**config.mk**
```make
export PLATFORM = sky130hd
export DESIGN_NAME = pulse_burst_gen
export DESIGN_NICKNAME = d
export VERILOG_FILES = /design/src/rtl/pbg_pkg.sv /design/src/rtl/pbg_phase_timer.sv /design/src/rtl/pbg_tally.sv /design/src/rtl/pbg_ctrl.sv /design/src/rtl/pulse_burst_gen.sv
export SDC_FILE = /design/constraint.sdc
export NUM_CORES = 1
export LEC_CHECK = 0
export ABC_AREA = 1
export CAP_MARGIN = 30
export CORE_UTILIZATION = 40
export CTS_CLUSTER_SIZE = 16
export DETAILED_ROUTE_END_ITERATION = 7
export PLACE_DENSITY = 0.75
export SYNTH_ARGS = -nofsm -noshare
export SYNTH_HDL_FRONTEND = slang
export SYNTH_SLANG_ARGS = --single-unit
export TNS_END_PERCENT = 50
```
**constraint.sdc**
```tcl
create_clock -name clk -period 1.2 [get_ports clk]
set_clock_uncertainty 0.2 [all_clocks]
set_input_delay 0.24 -clock clk [delete_from_list [all_inputs] [get_ports clk]]
set_output_delay 0.24 -clock clk [all_outputs]
set_load 0.01 [all_outputs]
```
**src/rtl/pbg_pkg.sv**
```systemverilog
package pbg_pkg;
  typedef enum logic [1:0] {
    ST_IDLE  = 2'd0,
    ST_SETUP = 2'd1,
    ST_GAP   = 2'd2,
    ST_HIGH  = 2'd3
  } pbg_state_e;
endpackage

```
**src/rtl/pbg_phase_timer.sv**
```systemverilog
module pbg_phase_timer #(
  parameter int TIME_W = 16
) (
  input  logic              clk,
  input  logic              rst_n,
  input  logic              load_i,
  input  logic [TIME_W-1:0] len_i,
  input  logic              run_i,
  output logic              expired_o
);
  logic [TIME_W-1:0] cnt_q, cnt_d;
  logic              cnt_en;

  // A zero length behaves like one cycle: the reload value saturates at 0.
  always_comb begin
    cnt_d  = cnt_q;
    cnt_en = 1'b0;
    if (load_i) begin
      cnt_en = 1'b1;
      cnt_d  = (len_i == '0) ? '0 : len_i - 1'b1;
    end else if (run_i && (cnt_q != '0)) begin
      cnt_en = 1'b1;
      cnt_d  = cnt_q - 1'b1;
    end
  end

  always_ff @(posedge clk or negedge rst_n) begin
    if (!rst_n)       cnt_q <= '0;
    else if (cnt_en)  cnt_q <= cnt_d;
  end

  assign expired_o = (cnt_q == '0);

  p_count_down_r2: assert property (@(posedge clk) disable iff (!rst_n)
    (run_i && !load_i && (cnt_q != '0)) |=> (cnt_q == $past(cnt_q) - 1'b1));

  p_zero_len_r5: assert property (@(posedge clk) disable iff (!rst_n)
    (load_i && (len_i == '0)) |=> expired_o);
endmodule

```
**src/rtl/pbg_tally.sv**
```systemverilog
module pbg_tally #(
  parameter int CNT_W = 16
) (
  input  logic             clk,
  input  logic             rst_n,
  input  logic             clr_i,
  input  logic             inc_i,
  input  logic [CNT_W-1:0] target_i,
  output logic [CNT_W-1:0] sent_o,
  output logic             last_o,
  output logic             stop_o
);
  localparam int EXT_W = CNT_W + 1;

  logic [CNT_W-1:0] sent_q, sent_d;
  logic             sent_en;
  logic [EXT_W-1:0] next_ext;

  always_comb begin
    sent_d  = sent_q;
    sent_en = 1'b0;
    if (clr_i) begin
      sent_en = 1'b1;
      sent_d  = '0;
    end else if (inc_i) begin
      sent_en = 1'b1;
      sent_d  = sent_q + 1'b1;
    end
  end

  always_ff @(posedge clk or negedge rst_n) begin
    if (!rst_n)        sent_q <= '0;
    else if (sent_en)  sent_q <= sent_d;
  end

  assign next_ext = {1'b0, sent_q} + EXT_W'(1);
  // the pulse now finishing reaches the live target
  assign last_o   = (next_ext >= {1'b0, target_i});
  // live target already met or undercut
  assign stop_o   = (target_i <= sent_q);
  assign sent_o   = sent_q;

  p_single_step_r3: assert property (@(posedge clk) disable iff (!rst_n)
    (inc_i && !clr_i) |=> (sent_q == $past(sent_q) + 1'b1));

  p_hold_r3: assert property (@(posedge clk) disable iff (!rst_n)
    (!inc_i && !clr_i) |=> $stable(sent_q));
endmodule

```
**src/rtl/pbg_ctrl.sv**
```systemverilog
module pbg_ctrl
  import pbg_pkg::*;
(
  input  logic clk,
  input  logic rst_n,
  input  logic start_i,
  input  logic abort_i,
  input  logic expired_i,
  input  logic last_i,
  input  logic stop_i,
  output logic load_o,
  output logic sel_high_o,
  output logic run_o,
  output logic clr_o,
  output logic inc_o,
  output logic busy_o,
  output logic pulse_o,
  output logic done_o
);
  pbg_state_e state_q, state_d;
  logic       pulse_q, done_q, done_d;

  always_comb begin
    state_d    = state_q;
    load_o     = 1'b0;
    sel_high_o = 1'b0;
    run_o      = 1'b0;
    clr_o      = 1'b0;
    inc_o      = 1'b0;
    done_d     = 1'b0;
    unique case (state_q)
      ST_IDLE: begin
        if (start_i && !abort_i) state_d = ST_SETUP;
      end
      ST_SETUP: begin
        if (abort_i) begin
          state_d = ST_IDLE;
          done_d  = 1'b1;
        end else begin
          state_d = ST_GAP;
          clr_o   = 1'b1;
          load_o  = 1'b1;
        end
      end
      ST_GAP: begin
        if (abort_i || stop_i) begin
          state_d = ST_IDLE;
          done_d  = 1'b1;
        end else if (expired_i) begin
          state_d    = ST_HIGH;
          load_o     = 1'b1;
          sel_high_o = 1'b1;
        end else begin
          run_o = 1'b1;
        end
      end
      ST_HIGH: begin
        if (abort_i || stop_i) begin
          state_d = ST_IDLE;
          done_d  = 1'b1;
        end else if (expired_i) begin
          inc_o = 1'b1;
          if (last_i) begin
            state_d = ST_IDLE;
            done_d  = 1'b1;
          end else begin
            state_d = ST_GAP;
            load_o  = 1'b1;
          end
        end else begin
          run_o = 1'b1;
        end
      end
      default: state_d = ST_IDLE;
    endcase
  end

  always_ff @(posedge clk or negedge rst_n) begin
    if (!rst_n) begin
      state_q <= ST_IDLE;
      pulse_q <= 1'b0;
      done_q  <= 1'b0;
    end else begin
      state_q <= state_d;
      pulse_q <= (state_d == ST_HIGH);
      done_q  <= done_d;
    end
  end

  assign busy_o  = (state_q != ST_IDLE);
  assign pulse_o = pulse_q;
  assign done_o  = done_q;

  p_abort_idle_r9: assert property (@(posedge clk) disable iff (!rst_n)
    abort_i |=> (state_q == ST_IDLE));

  p_start_ignored_r10: assert property (@(posedge clk) disable iff (!rst_n)
    (state_q != ST_IDLE) |=> (state_q != ST_SETUP));

  p_stop_low_r7: assert property (@(posedge clk) disable iff (!rst_n)
    ((state_q == ST_GAP || state_q == ST_HIGH) && stop_i) |=> (!pulse_q && state_q == ST_IDLE));
endmodule

```
**src/rtl/pulse_burst_gen.sv**
```systemverilog
module pulse_burst_gen #(
  parameter int CNT_W  = 16,
  parameter int TIME_W = 16
) (
  input  logic              clk,
  input  logic              rst_n,
  input  logic              start_i,
  input  logic              abort_i,
  input  logic [CNT_W-1:0]  target_i,
  input  logic [TIME_W-1:0] high_i,
  input  logic [TIME_W-1:0] low_i,
  output logic              pulse_o,
  output logic              busy_o,
  output logic              done_o,
  output logic [CNT_W-1:0]  sent_o
);
  localparam int SYNC_STAGES = 2;

  logic [SYNC_STAGES-1:0] rst_pipe_q;
  logic                   rst_s_n;

  always_ff @(posedge clk or negedge rst_n) begin
    if (!rst_n) rst_pipe_q <= '0;
    else        rst_pipe_q <= {rst_pipe_q[SYNC_STAGES-2:0], 1'b1};
  end
  assign rst_s_n = rst_pipe_q[SYNC_STAGES-1];

  logic              load, sel_high, run, clr, inc;
  logic              expired, last, stop;
  logic [TIME_W-1:0] phase_len;

  assign phase_len = sel_high ? high_i : low_i;

  pbg_ctrl u_ctrl (
    .clk       (clk),
    .rst_n     (rst_s_n),
    .start_i   (start_i),
    .abort_i   (abort_i),
    .expired_i (expired),
    .last_i    (last),
    .stop_i    (stop),
    .load_o    (load),
    .sel_high_o(sel_high),
    .run_o     (run),
    .clr_o     (clr),
    .inc_o     (inc),
    .busy_o    (busy_o),
    .pulse_o   (pulse_o),
    .done_o    (done_o)
  );

  pbg_phase_timer #(.TIME_W(TIME_W)) u_timer (
    .clk      (clk),
    .rst_n    (rst_s_n),
    .load_i   (load),
    .len_i    (phase_len),
    .run_i    (run),
    .expired_o(expired)
  );

  pbg_tally #(.CNT_W(CNT_W)) u_tally (
    .clk     (clk),
    .rst_n   (rst_s_n),
    .clr_i   (clr),
    .inc_i   (inc),
    .target_i(target_i),
    .sent_o  (sent_o),
    .last_o  (last),
    .stop_o  (stop)
  );

  p_idle_low_r9: assert property (@(posedge clk) disable iff (!rst_s_n)
    !busy_o |-> !pulse_o);

  p_done_one_cycle_r4: assert property (@(posedge clk) disable iff (!rst_s_n)
    done_o |=> !done_o);

  p_done_on_fall_r4: assert property (@(posedge clk) disable iff (!rst_s_n)
    $fell(busy_o) |-> done_o);

  p_idle_count_r3: assert property (@(posedge clk) disable iff (!rst_s_n)
    (!busy_o && !start_i) |=> $stable(sent_o));
endmodule

```
# [Yosys cells after proc, flatten, opt, wreduce, memory -nomap -nowiden]
# Index checks and enable logic that the tools add are counted.
[word_totals] register_bits=38 inputBits=52 out_inout_bits=19 wordCells=67
[classes] add_sub_neg=4 order_cmp=2 n_eq_ne=4 muxes=37 reduce_logical=14
[ops] cell="$mux 16" count=6
[ops] cell="$logic_not 16->1" count=2
[ops] cell="$sub 16x1->16 const B" count=2
[ops] cell="$mux 1" count=21
[ops] cell="$add 16x1->17 const B" count=1
[ops] cell="$ge 17x16->1" count=1
[ops] cell="$add 16x1->16 const B" count=1
[ops] cell="$le 16x16->1" count=1
[ops] cell="$reduce_bool 16->1" count=1
[ops] cell="$mux 2" count=7
[ops] cell="$pmux 2 s4" count=1
[ops] cell="$eq 2x2->1 const B" count=3
[ops] cell="$pmux 1 s3" count=2
[ops] cell="$reduce_bool 2->1" count=3
[ops] cell="$reduce_and 2->1" count=2
[ops] cell="$eq 2x1->1 const B" count=1
[ops] cell="$logic_and 1x1->1" count=2
[ops] cell="$logic_not 2->1" count=1
[ops] cell="$reduce_or 2->1" count=1
[ops] cell="$logic_not 1->1" count=1
[ops] cell="$logic_or 1x1->1" count=1

# [Depth between registers and ports, before layout]
[logic_depth] word_depth=8 mapped_depth=24 ltp_nobuf=23

# [Modules after synthesis]
# A second synthesis with hierarchy kept.
[hier_totals] hier_cells=649 area_unflattened_um2=4053.9
[modules_own_cells] module="pbg_tally" instances=1 cells_each=276 area_each_um2=1845.5
[modules_own_cells] module="pbg_phase_timer" instances=1 cells_each=283 area_each_um2=1660.3
[modules_own_cells] module="pulse_burst_gen" instances=1 cells_each=55 area_each_um2=297.8
[modules_own_cells] module="pbg_ctrl" instances=1 cells_each=35 area_each_um2=250.2

# [Worst setup path after synthesis]
# OpenSTA, ideal clock, no wires.
[synth_timing] path_type="register -> register" startpoint="register u_tally.sent_q[0], in the netlist u_tally.sent_o[0]" endpoint="register u_timer.cnt_q[11]" arrival_ps=3229 slack_ps=-2302 path_stages_with_launch=21 n_path_buf=1 period_less_slack_ps=3502 path_cell_list="dfrtp_1 > ha_1 > nand2_1 > nor2_2 > nand3_1 > nor2_1 > nand2_1 > nor3_1 > nand3_1 > xor2_1 > inv_1 > ha_1 > nand4_1 > nor4_1 > nand2_1 > nand4_1 > nor2_1 > nor2_4 > clkbuf_1 > o21ai_0 > a21oi_2"
[synth_between] elab_chain_len=8 elab_cells_between_ends=22 cone_classes="add/sub (2); order compare (2); mux (13); reduce/logical (5)"
[synth_rtl] element="start, declared" line_no="pbg_tally.sv:15" source="logic [CNT_W-1:0] sent_q, sent_d;"
[synth_rtl] element="start signal, assigned" line_no="pbg_tally.sv:33" source="else if (sent_en) sent_q <= sent_d;"
[synth_rtl] element="$add 16x1->17 or $le 16x16->1 (tied branches)" line_no="pbg_tally.sv:36, pbg_tally.sv:40"
[synth_rtl] element="$ge 17x16->1 or $logic_or 1x1->1 (tied branches)" line_no="pbg_tally.sv:38, pbg_ctrl.sv:46, pbg_ctrl.sv:58"
[synth_rtl] element="$mux 1, on equally long branches (2 in series)"
[synth_rtl] element="$mux 1 (tied with other cells)" line_no="pbg_ctrl.sv:58" source="if (abort_i || stop_i) begin"
[synth_rtl] element="$pmux 1 s3 (tied with other cells)" line_no="pbg_ctrl.sv:31" source="unique case (state_q)"
[synth_rtl] element="$reduce_bool 2->1 (no source line) (tied with other cells)"
[synth_rtl] element="$reduce_and 2->1 (no source line) or $mux 16 (tied branches)"
[synth_rtl] element="end signal, assigned" line_no="pbg_phase_timer.sv:29" source="else if (cnt_en) cnt_q <= cnt_d;"
[synth_rtl] element="end, declared" line_no="pbg_phase_timer.sv:11" source="logic [TIME_W-1:0] cnt_q, cnt_d;"
# Several ways; a longest one is shown, not always the timed one.
# A chain may end at the register's enable or synchronous reset.

# [Worst setup path after layout]
[layout_timing] startpoint="register u_tally.sent_q[0], in the netlist u_tally.sent_o[0]" endpoint="register u_timer.cnt_q[1]"
# The elaborated chain is that of the path after synthesis.

==> summary.txt <==
status: complete, but fails checks
failing checks: negative setup slack
core area: 9774 um^2
Area Overhead vs Synth: 77.41%
WP data arrival: 3.93 ns
DRC: 0
Final HPWL DP: 10,730 um
ANT nets after route: 0
vias post-DR: 5,569
leakage: 3.606 nW
clk_lat worst skew: 0.33 ns
clock buffer depth: 2
startpoint types: flop
Synth Cell Area: 4026 um^2
global route overflow: 0
Max VDD drop: 0.5216 mV
top-area cell type share of the netlist area: 23.62%
Final Util: 73.08%
Post-Route WL: 17,550 um
Yosys top cell by area: dfrtp_1
cts bufs inserted: 5
max-capacitance violation count: 0
die span in y: 102.3 um
post-synth net total: 697
Critical Path Fanout Max: 5
Int Pwr: 0.003356 W
worst-path cell chain: ha_4 -> nand2_4 -> nor2_4 -> nand3_4 -> nor2_4 -> nand2_2 -> nor3_2 -> nand3_2 -> nor2_2 -> xor2_1 -> ha_1 -> nand2_1 -> inv_2 -> nand3_4 -> nor2_1 -> nor2_1 -> nand4_1 -> nor2_2 -> nor2_4 -> nor2_4 -> clkbuf_16 -> nand2_2 -> a21oi_2
CP peak stage delay: 0.43 ns
Flop pwr share: 31.2%
first-pass GRT wire length: 23,320 um
DP Cell Count: 978
# setup viols final: 55
post-synthesis cell type count: 36
Slew @ Worst Pin: 0.5422 ns
P_sw: 0.002263 W
critical path's most frequent cell: nor2_4
# diodes: 0
post-route insts no fill: 1,018
row cnt: 36
register bit count reported by yosys: 38
Hold Path Class: reg2async
Post-synth EDFFs: 0
RSZ-0062 raised after global routing: true
root buf cell: clkbuf_8
highest clock rate: 256.1 MHz
# clock sinks: 38
Clock Pin Slew Worst Setup and Hold Paths: 0.11 ns
combinational share of power: 51.6%
Initial Utilization: 41.19%
final worst slack: -2.705 ns
sw frac: 40.27%
vias in the first global route: 5,167
port buffer count: 70
Post-Synthesis Cells: 610
syn_area_per_cell: 6.601 um^2
ys async rst share: 100.0%
Synthesis Warnings: 0
number of H-tree levels: 2
antenna violations before repair: 0
Die Area: 10,470 um^2
Reg2Reg Launch Point: u_tally.sent_o[0]$_DFFE_PN0P_
Routability Congestion: 0.9270
chip width: 102.3 um
IO Pins: 71
largest net degree at the start of global routing: 36
CP Launch Point: u_tally.sent_o[0]$_DFFE_PN0P_
crit path max-delay cell type: dfrtp_2
post-synthesis sequential area ratio: 23.62%
crit path time final: 3.905 ns
Pre-antenna DRT Iters: 5
fraction of layout cells with a size suffix above 1: 40.23%
largest cells by area after synthesis: dfrtp_1 (24%), nand2_1 (13%), ha_1 (11%)
Max transition margin: 63.47%
Avg Vias per Cell: 5.471
total track usage: 28.73%
clock group share of total power: 17.2%
Setup crit end kind: flop
Critical Path RT: 1.22 ns
pins over their slew limit: 0
Most used DFF post-synth: dfrtp_1
Period Utilization, post-route: 325.5%
Fin. Hold Viols: 0
Power per Cell Area: 786.6 nW/um^2
critical path class: reg2reg
Starting DRT DRC Count: 450
DR WL/cell: 17.24 um
net count of the finished layout: 971
CTS tree: yes
==> registers in the layout (all words and copies together) (netlist names) <==
name and count:
u_ctrl.pulse_o 1, u_tally.sent_o 16, u_ctrl.state_q 2, u_timer.cnt_q 16, rst_pipe_q 2, u_ctrl.done_o 1
==> placed cells by master, fill, tap and decap left out, types with 4 or more instances in the layout <==
cell	synthesis	final
buf_4	2	168
nand2_1	136	122
inv_1	103	92
nor2_1	74	63
clkdlybuf4s50_1	0	51
buf_6	3	43
nand3_1	43	35
dfrtp_1	38	31
ha_1	35	30
o21ai_0	33	20
xor2_1	20	18
a21oi_1	22	16
a21oi_2	10	15
inv_2	4	13
nor2_2	7	13
o21ai_1	5	11
nor2_4	5	10
nand4_1	10	10
o21ai_2	3	10
nand3_2	5	9
nand2_2	4	9
nor3_1	13	9
dfrtp_2	0	7
nand2_4	0	6
o22ai_2	0	6
o31ai_1	5	5
ha_4	0	5
clkbuf_8	0	5
buf_12	0	5
nand3_4	0	4
o22ai_1	10	4
nand2_8	0	4
==> what timing repair did <==
| item | in CTS | in global routing |
|---|---|---|
| buffers inserted | 16 | 12 |
| gates resized for setup | 146 | 55 |
| cloned | 1 | 1 |
| setup endpoints to repair | 55 | 55 |
| endpoints found under the hold margin | 3 | 0 |
| hold buffers | 2 | 0 |
| pin swaps | 14 | 34 |
==> Yosys cell counts, types with 3 or more instances <==
cell / number
a21oi_2: 10
nor3_1: 13
inv_1: 103
nand2_2: 4
inv_2: 4
nand4_1: 10
buf_6: 3
nor2_4: 5
nor4_1: 3
o21ai_2: 3
o22ai_1: 10
nand3_2: 5
a21oi_1: 22
nor2_1: 74
dfrtp_1: 38
xor2_1: 20
nand4_4: 3
nor2_2: 7
nand2_1: 136
ha_1: 35
o21ai_0: 33
o31ai_1: 5
o21ai_1: 5
nand3_1: 43
==> stage by stage <==
step	instance area, um^2	hold WS, ns	setup TNS [ns]	setup slack [ns]	total power [W]
after floorplan	4154	-0.2556	-60.00	-2.109	0.002987
after global placement	6264	-0.1596	-70.62	-2.265	0.004124
after detailed placement	6264	-0.1542	-74.70	-2.458	0.004248
after CTS	6774	0.06999	-69.11	-2.265	0.005256
after global routing	7143	0.05305	-84.96	-2.849	0.005921
final	7143	0.02593	-81.08	-2.705	0.005619
==> layout make-up <==
class / instances / area (um^2)
repair buffers: 274 / 2431
flip-flops and latches: 38 / 959.7
multi-input cells: 458 / 3099
inverters: 107 / 406.6
clock buffers: 8 / 80.08
well taps: 133 / 166.4
fillers: 687 / 2631
==> critical path: cells and delay by family, from the launching register on <==
kind	cells	cell delay, ns
xor gates and xnor gates	1	0.22
DFF	1	0.43
AOI/OAI and AO/OA	1	0.16
buffers and inverters	2	0.25
adders and majority gates	2	0.47
and+or+nand+nor	17	2.08
==> cell families (layout without fill, tap and decap cells) <==
| family | after synthesis | after routing | synth area share [%] |
|---|---|---|---|
| AO/OA/AOI/OAI | 94 | 94 | 13.95 |
| flip-flops | 38 | 38 | 23.62 |
| other | 1 | 1 | 0.09314 |
| AND/OR/NAND/NOR | 305 | 306 | 35.18 |
| adder cells (fa/ha/maj) | 35 | 35 | 10.88 |
| XOR/XNOR | 22 | 22 | 4.786 |
| buffers and inverters | 115 | 389 | 11.50 |
==> final timing paths <==
check                                                 to  slack (ns)  cells after the start
hold / removal             u_tally.sent_o[4]$_DFFE_PN0P_        0.03                      1
setup reg to reg            u_timer.cnt_q[1]$_DFFE_PN0P_       -2.71                     23
hold reg to reg            u_tally.sent_o[4]$_DFFE_PN0P_        0.03                      1
setup / recovery            u_timer.cnt_q[1]$_DFFE_PN0P_       -2.71                     23
min in group clk                 rst_pipe_q[1]$_DFF_PN0_        0.16                      0
max in group asynchronous        rst_pipe_q[1]$_DFF_PN0_        0.27                      2
==> power by group through the flow <==
stage	logic [W]	clock network, W	registers (W)
after floorplan	0.00116	0	0.00183
after global placement	0.00239	0	0.00173
after global routing	0.00312	0.00103	0.00177
after CTS	0.00262	0.000913	0.00173
after detailed placement	0.00250	0	0.00174
final	0.00290	0.000969	0.00175
==> per-layer routing <==
layer	share of wire, %	up-vias	track usage, %
met5	0	-	0
met4	7.8	0	10.77
met3	8.4	133	3.899
met2	47	362	50.85
met1	37	2546	35.37
li1	-	2528	-
Power figures use the tool's default switching activity.
